## src/rtl/cnv_seq_pkg.sv

```systemverilog
// Shared types for the converter start-up sequencer.
// Assumes: nothing beyond IEEE 1800-2017.
package cnv_seq_pkg;

    // Calibration/run phases after activation.
    typedef enum logic [1:0] {
        CS_CAL    = 2'd0,
        CS_SETTLE = 2'd1,
        CS_RUN    = 2'd2
    } cal_state_t;

    // Slave start qualification progress.
    typedef enum logic [1:0] {
        GS_STEP_A = 2'd0,
        GS_STEP_B = 2'd1,
        GS_STEP_C = 2'd2,
        GS_GO     = 2'd3
    } gate_state_t;

endpackage

```

## src/rtl/cnv_rst_sync.sv

```systemverilog
// Reset synchroniser: asserts asynchronously, releases after STAGES
// rising clock edges. Assumes STAGES >= 1.
module cnv_rst_sync #(
    parameter int STAGES = 2
) (
    input  logic clk,
    input  logic arst_n,
    output logic srst_n
);

    logic [STAGES-1:0] chain;

    generate
        if (STAGES == 1) begin : g_single
            // Single flop: set on each edge, clear asynchronously.
            always_ff @(posedge clk or negedge arst_n) begin
                if (!arst_n) chain <= 1'b0;
                else         chain <= 1'b1;
            end
        end else begin : g_chain
            // Shift a one through the chain, clear all asynchronously.
            always_ff @(posedge clk or negedge arst_n) begin
                if (!arst_n) chain <= '0;
                else         chain <= {chain[STAGES-2:0], 1'b1};
            end
        end
    endgenerate

    assign srst_n = chain[STAGES-1];

endmodule

```

## src/rtl/cnv_clk_div.sv

```systemverilog
// Divides the master clock into modulator periods and frames.
// Assumes: ratio_hi is stable while run_en is high; DIV_LO/DIV_HI even.
module cnv_clk_div #(
    parameter int DIV_LO        = 4,
    parameter int DIV_HI        = 6,
    parameter int MOD_PER_FRAME = 64,
    localparam int DIV_W        = $clog2(DIV_HI),
    localparam int SLOT_W       = $clog2(MOD_PER_FRAME)
) (
    input  logic clk,
    input  logic rst_n,
    input  logic run_en,
    input  logic ratio_hi,
    output logic mod_en,
    output logic frame_stb,
    output logic frame_end,
    output logic bit_phase,
    output logic frame_phase
);

    logic [DIV_W-1:0]  div_cnt;
    logic [SLOT_W-1:0] slot_cnt;
    logic [DIV_W-1:0]  div_last;
    logic [DIV_W-1:0]  div_half;
    logic              div_wrap;
    logic              slot_wrap;

    // Select the terminal count and half point for the current ratio.
    always_comb begin
        div_last = ratio_hi ? DIV_W'(DIV_HI - 1) : DIV_W'(DIV_LO - 1);
        div_half = ratio_hi ? DIV_W'(DIV_HI / 2) : DIV_W'(DIV_LO / 2);
    end

    assign div_wrap  = (div_cnt == div_last);
    assign slot_wrap = (slot_cnt == SLOT_W'(MOD_PER_FRAME - 1));

    // Count master clocks within a modulator period and periods in a frame.
    always_ff @(posedge clk) begin
        if (!rst_n || !run_en) begin
            div_cnt  <= '0;
            slot_cnt <= '0;
        end else if (div_wrap) begin
            div_cnt  <= '0;
            slot_cnt <= slot_wrap ? '0 : slot_cnt + 1'b1;
        end else begin
            div_cnt  <= div_cnt + 1'b1;
        end
    end

    assign mod_en      = run_en && (div_cnt == '0);
    assign frame_stb   = mod_en && (slot_cnt == '0);
    assign frame_end   = run_en && div_wrap && slot_wrap;
    assign bit_phase   = div_cnt < div_half;
    assign frame_phase = slot_cnt < SLOT_W'(MOD_PER_FRAME / 2);

endmodule

```

## src/rtl/cnv_slave_gate.sv

```systemverilog
// Qualifies slave-mode start from the external frame and word clocks.
// Plain variant: frame clock fall, then rise. Handshake variant: three
// word/frame clock conditions in order. Assumes inputs share the master
// clock's source, so one register stage suffices.
module cnv_slave_gate
    import cnv_seq_pkg::*;
(
    input  logic clk,
    input  logic rst_n,
    input  logic hs_mode,
    input  logic lrck_in,
    input  logic wclk_in,
    output logic started
);

    gate_state_t st, st_nx;
    logic l_q, l_p, w_q;
    logic l_fall, l_rise, cond_hh, cond_hl;

    // Register the external clocks; preload history during reset.
    always_ff @(posedge clk) begin
        if (!rst_n) begin
            l_q <= lrck_in;
            l_p <= lrck_in;
            w_q <= wclk_in;
        end else begin
            l_q <= lrck_in;
            l_p <= l_q;
            w_q <= wclk_in;
        end
    end

    assign l_fall  = l_p && !l_q;
    assign l_rise  = !l_p && l_q;
    assign cond_hh = w_q && l_q;
    assign cond_hl = w_q && !l_q;

    // Advance the qualification sequence for the selected variant.
    always_comb begin
        st_nx = st;
        unique case (st)
            GS_STEP_A: if (hs_mode ? cond_hh : l_fall) st_nx = GS_STEP_B;
            GS_STEP_B: begin
                if (hs_mode) begin
                    if (cond_hl) st_nx = GS_STEP_C;
                end else if (l_rise) begin
                    st_nx = GS_GO;
                end
            end
            GS_STEP_C: if (cond_hh) st_nx = GS_GO;
            GS_GO:     st_nx = GS_GO;
            default:   st_nx = GS_STEP_A;
        endcase
    end

    // Hold the sequence state.
    always_ff @(posedge clk) begin
        if (!rst_n) st <= GS_STEP_A;
        else        st <= st_nx;
    end

    assign started = (st == GS_GO);

endmodule

```

## src/rtl/cnv_cal_fsm.sv

```systemverilog
// Times the calibration window in frames, then one settle frame, then run.
// Assumes frame_end pulses once per frame while active is high.
module cnv_cal_fsm
    import cnv_seq_pkg::*;
#(
    parameter int CAL_FRAMES = 8192,
    localparam int CNT_W     = $clog2(CAL_FRAMES + 1)
) (
    input  logic clk,
    input  logic rst_n,
    input  logic active,
    input  logic frame_end,
    output logic cal_active,
    output logic running
);

    cal_state_t      st;
    logic [CNT_W-1:0] frame_cnt;

    // Count frames in the window and step through the phases.
    always_ff @(posedge clk) begin
        if (!rst_n) begin
            st        <= CS_CAL;
            frame_cnt <= '0;
        end else if (active && frame_end) begin
            unique case (st)
                CS_CAL: begin
                    if (frame_cnt == CNT_W'(CAL_FRAMES - 1)) st <= CS_SETTLE;
                    else frame_cnt <= frame_cnt + 1'b1;
                end
                CS_SETTLE: st <= CS_RUN;
                CS_RUN:    st <= CS_RUN;
                default:   st <= CS_CAL;
            endcase
        end
    end

    assign cal_active = active && (st == CS_CAL);
    assign running    = rst_n && (st == CS_RUN);

endmodule

```

## src/rtl/cnv_start_seq.sv

```systemverilog
// Converter start-up sequencer top. Synchronises reset, captures the
// configuration during reset, gates activation by mode, and drives the
// modulator enable, frame strobe, clocks, clear/force and status flags.
// Assumes external frame/word clocks derive from the master clock source.
module cnv_start_seq #(
    parameter int CAL_FRAMES    = 8192,
    parameter int DIV_LO        = 4,
    parameter int DIV_HI        = 6,
    parameter int MOD_PER_FRAME = 64,
    parameter int SYNC_STAGES   = 2
) (
    input  logic mclk,
    input  logic rst_n_async,
    input  logic ratio_sel,
    input  logic slave_sel,
    input  logic wclk_pos_sel,
    input  logic rd_edge_cfg,
    input  logic lrck_in,
    input  logic wclk_in,
    output logic mod_en,
    output logic frame_stb,
    output logic dec_clear,
    output logic force_low,
    output logic bclk_out,
    output logic lrck_out,
    output logic cal_active,
    output logic running
);

    logic rst_n_s;
    logic ratio_q, slave_q, hs_q;
    logic slave_started, active;
    logic frame_end, bit_phase, frame_phase;
    logic gen_clocks;

    cnv_rst_sync #(.STAGES(SYNC_STAGES)) u_sync (
        .clk    (mclk),
        .arst_n (rst_n_async),
        .srst_n (rst_n_s)
    );

    // Capture configuration only while reset is held.
    always_ff @(posedge mclk) begin
        if (!rst_n_s) begin
            ratio_q <= ratio_sel;
            slave_q <= slave_sel;
            hs_q    <= wclk_pos_sel;
        end
    end

    cnv_slave_gate u_gate (
        .clk     (mclk),
        .rst_n   (rst_n_s),
        .hs_mode (hs_q),
        .lrck_in (lrck_in),
        .wclk_in (wclk_in),
        .started (slave_started)
    );

    assign active = rst_n_s && (slave_q ? slave_started : 1'b1);

    cnv_clk_div #(
        .DIV_LO        (DIV_LO),
        .DIV_HI        (DIV_HI),
        .MOD_PER_FRAME (MOD_PER_FRAME)
    ) u_div (
        .clk         (mclk),
        .rst_n       (rst_n_s),
        .run_en      (active),
        .ratio_hi    (ratio_q),
        .mod_en      (mod_en),
        .frame_stb   (frame_stb),
        .frame_end   (frame_end),
        .bit_phase   (bit_phase),
        .frame_phase (frame_phase)
    );

    cnv_cal_fsm #(.CAL_FRAMES(CAL_FRAMES)) u_cal (
        .clk        (mclk),
        .rst_n      (rst_n_s),
        .active     (active),
        .frame_end  (frame_end),
        .cal_active (cal_active),
        .running    (running)
    );

    assign gen_clocks = active && !slave_q;
    assign dec_clear  = !rst_n_s;
    assign force_low  = !rst_n_s || !running;
    assign bclk_out   = gen_clocks ? bit_phase : rd_edge_cfg;
    assign lrck_out   = gen_clocks && frame_phase;

endmodule

```

## config.mk

```make
export PLATFORM = sky130hd
export DESIGN_NAME = cnv_start_seq
export DESIGN_NICKNAME = d
export VERILOG_FILES = /design/src/rtl/cnv_seq_pkg.sv /design/src/rtl/cnv_rst_sync.sv /design/src/rtl/cnv_clk_div.sv /design/src/rtl/cnv_slave_gate.sv /design/src/rtl/cnv_cal_fsm.sv /design/src/rtl/cnv_start_seq.sv
export SDC_FILE = /design/constraint.sdc
export NUM_CORES = 1
export LEC_CHECK = 0
export ABC_CLOCK_PERIOD_IN_PS = 1800
export CAP_MARGIN = 20
export CORE_ASPECT_RATIO = 1.2
export CORE_UTILIZATION = 55
export DETAILED_ROUTE_END_ITERATION = 10
export DONT_BUFFER_PORTS = 1
export PLACE_DENSITY = 0.74
export SYNTH_ARGS = -nofsm -noshare
export SYNTH_HDL_FRONTEND = slang
export SYNTH_SLANG_ARGS = --single-unit
```

## constraint.sdc

```tcl
create_clock -name mclk -period 1.8 [get_ports mclk]
set_input_delay 0.36 -clock mclk [delete_from_list [all_inputs] [get_ports mclk]]
set_output_delay 0.36 -clock mclk [all_outputs]
set_load 0.01 [all_outputs]
```

==> results.toml <==
[logic_synthesis]
synth_nets = 194
synthMuxAreaShare = 0.01897
synthTopCellsByCount = "dfxtp_1, nand2_1, nor2_1, a21oi_1, inv_1"
synthXorXnorAreaFrac = 0.03718
synth_edf_count = 3
yosysTopAreaCell = "dfxtp_1"
synth_compound_area_frac = 0.1578
synth_cell_types = 41
yosys_warnings = 0
async_reset_ff_frac = 0.05714
ys_seq_area_frac = 0.4492
synth_top_family_by_area = "simple AND/OR/NAND/NOR gates"
synthSimpleGateAreaFrac = 0.2405
syn_inst = 179
syn_area_sq_um = 1649
synth_area_per_cell_sq_um = 9.213
yosysMostFrequentCell = "dfxtp_1"
synth_top_flop_cell = "dfxtp_1"
synthAdderAreaFrac = 0.05311
ys_seq_elements = 35
synth_top_area_share = 0.3642
netlist_top_cells_area = "dfxtp_1, edfxtp_1, ha_1"

[cts]
cts_root_buf = "clkbuf_4"
htreeDepth = 2
cts_tree = "yes"
clk_latency_ns = 0.34
clkTransAtPathRegs_ns = 0.10
clkSinkCount = 35
cts.path.max_buffers = 2
cts-buffers-inserted = 5

[final_layout]
syn_to_final_growth_pct = 20.18
fill_cells = 208
layout.nets = 218
antenna_cells = 0
final_util = 0.7049
multi_input_area_sq_um = 929.6
seq_area_sq_um = 749.5
drive_above_1_share = 0.2843

[worst_setup_path]
ff2ff_path_depth = 6
cpPeakStageDelay_ns = 0.39
regToRegEndpoint = "u_cal.frame_cnt[13]"
reg2reg_slack_ns = 0.03
cp_cell_sequence = "a21bo_2, nand2_2, nor3b_2, and3_4"
cp_max_fo = 2
critPathCaptureType = "primary output"
worst-setup-path-type = "reg -> out"
required_ns = 1.44
crit_buf_inv = 0
cp.arrival_ns = 1.44
r2r-start = "u_cal.frame_cnt[0]"
crit_path_start_kind = "flip-flop"
crit_slowest_cell = "edfxtp_1"
cp_top_family = "simple AND/OR/NAND/NOR gates"

[drt]
initialDrtViolationCount = 25
antenna_left = 0
vias_per_cell = 5.731
drc_errors = 0
num_vias = 1364
wl_per_cell_um = 14.17
routed_wl_mm = 3.372
dr.pass1.iters = 4

[sta]
final-hold-violation-count = 0
clock_skew_ns = 0.01758
slew_viol_final = 0
tns_ns = 0
fin_crit_sh = 0.9996
finalSetupViolCount = 0
rsz0062_at_grt = "yes"
layout_min_cycle_time_ns = 1.799
max_freq_mhz = 555.8

[hold_path]
min_to = "u_gate.w_q"
hold_depth = 0
hp-class = "in -> reg"
holdCritStartpoint = "wclk_in"

[placed_design]
io_buffers = 0
dp_hpwl_mm = 2.400
gp_congestion = 0.9031

[grt]
grt_pass1_wl_mm = 5.533
globalRouteTotalUtil = 0.2383
grt_max_degree = 17
antenna_found_initial = 0
first_global_vias = 1293
grt_overflow = 0

[pwr]
p_leak_nw = 0.7033
power_density_nw_per_um2 = 654.5
max-vdd-ir-drop_mv = 0.5609

[floorplanning]
dieArea_sq_um = 3222
start_util = 0.5866
ios = 16
core-area_sq_um = 2811
rows = 21
fp.dieW_um = 51.99
die_y_um = 61.99

[status]
outcome = "completed"

[run]
max_cap_violations = 0
cell type report:
type / count / share of cell area
flip-flops and latches: 35 / 0.3782
well taps: 34 / 0.02146
multi-input cells: 129 / 0.4691
inverters: 11 / 0.02083
clock buffers: 6 / 0.02083
repair buffers: 21 / 0.08333
clock inverters: 2 / 0.006313
timing repair:
action | in CTS | in global routing
setup buffers | 2 | 1
setup endpoints to repair | 13 | 17
cloned | 1 | 0
pin swaps | 12 | 9
resized for setup | 12 | 19
hold buffers | 1 | 0
hold endpoints to repair | 2 | 0
per-stage QoR:
| step | worst slack [ns] | power [W] | instances | hold slack, ns | instance area (sq um) |
|---|---|---|---|---|---|
| 6_report | 0.0006337 | 0.001297 | 238 | 0.03804 | 1982 |
| 3_3_place_gp | -0.002103 | 0.0008879 | 225 | 0.06445 | 1785 |
| 2_1_floorplan | 0.03292 | 0.0008710 | 179 | 0.06441 | 1649 |
| 3_5_place_dp | -0.06519 | 0.0008926 | 225 | 0.06445 | 1785 |
| 5_1_grt | -0.06493 | 0.001355 | 238 | 0.009463 | 1982 |
| 4_1_cts | -0.01446 | 0.001303 | 237 | 0.02311 | 1917 |
state kept, by name (all words and copies together) (netlist names):
register	count
u_cal.frame_cnt	14
u_div.slot_cnt	6
u_div.div_cnt	3
u_cal.st	2
u_gate.st	2
u_sync.chain	2
hs_q	1
ratio_q	1
slave_q	1
u_gate.l_p	1
u_gate.l_q	1
u_gate.w_q	1
per-layer routing:
metal / part of all wire / GRT usage / wire length (um) / vias to the layer above
met3: 0.034 / 0.07543 / 113 / 5
met4: 0.011 / 0.08880 / 36 / 0
li1: - / - / - / 693
met1: 0.42 / 0.2609 / 1419 / 639
met5: 0 / 0 / 0 / -
met2: 0.53 / 0.4304 / 1802 / 27
worst reg2reg max path: cells and delay by family, from the launching register on:
family | cells | cell delay (ns)
fa+ha+maj | 1 | 0.16
flops | 1 | 0.35
simple gates | 3 | 0.92
compound gates | 2 | 0.28
cells by family (layout without fill, tap and decap cells):
group           count (synthesis)  after routing
compound gates                 38             38
mux                             3              3
other cells                     1              1
flops                          35             35
simple gates                   73             73
xor+xnor                        7              7
buf+inv                        15             40
fa+ha+maj                       7              7
cells in the final DEF, fill, tap and decap left out, types with 2 or more instances in the layout:
cell type,n
clkbuf_4,5
o31ai_1,4
xnor2_1,5
nor2_1,15
inv_1,8
nor3_1,2
nand4_1,2
mux2i_1,2
and4_1,2
clkinv_1,2
ha_1,5
buf_6,2
or3_1,6
nor2b_1,2
dfxtp_1,23
a21o_1,2
xor2_1,2
and3_4,2
dfxtp_2,7
nand2_1,18
inv_2,2
edfxtp_1,3
dfrtp_1,2
a31oi_1,3
nand3_1,6
a21oi_2,4
buf_4,17
o21ai_0,8
or4_1,4
a21oi_1,11
power breakdown:
group | leakage (nW) | internal [W] | switching [W]
Sequential | 0.299 | 0.000801 | 0.0000135
Combinational | 0.374 | 0.0000294 | 0.0000403
Clock | 0.0299 | 0.000151 | 0.000261
Total | 0.703 | 0.000982 | 0.000315
how the worst max path moves through the flow:
stage / start / endpoint / slack, ns / depth (start not counted)
after detailed placement: u_cal.frame_cnt[0] / u_cal.frame_cnt[5] / -0.07 / 7
after global routing: slave_q / frame_stb / -0.06 / 4
after floorplan: u_cal.frame_cnt[0] / u_cal.frame_cnt[12] / 0.03 / 8
after CTS: slave_q / frame_stb / -0.01 / 4
final: slave_q / frame_stb / 0.0006 / 4
after global placement: u_cal.frame_cnt[0] / u_cal.frame_cnt[6] / -0.002 / 7
Power figures use the tool's default switching activity.
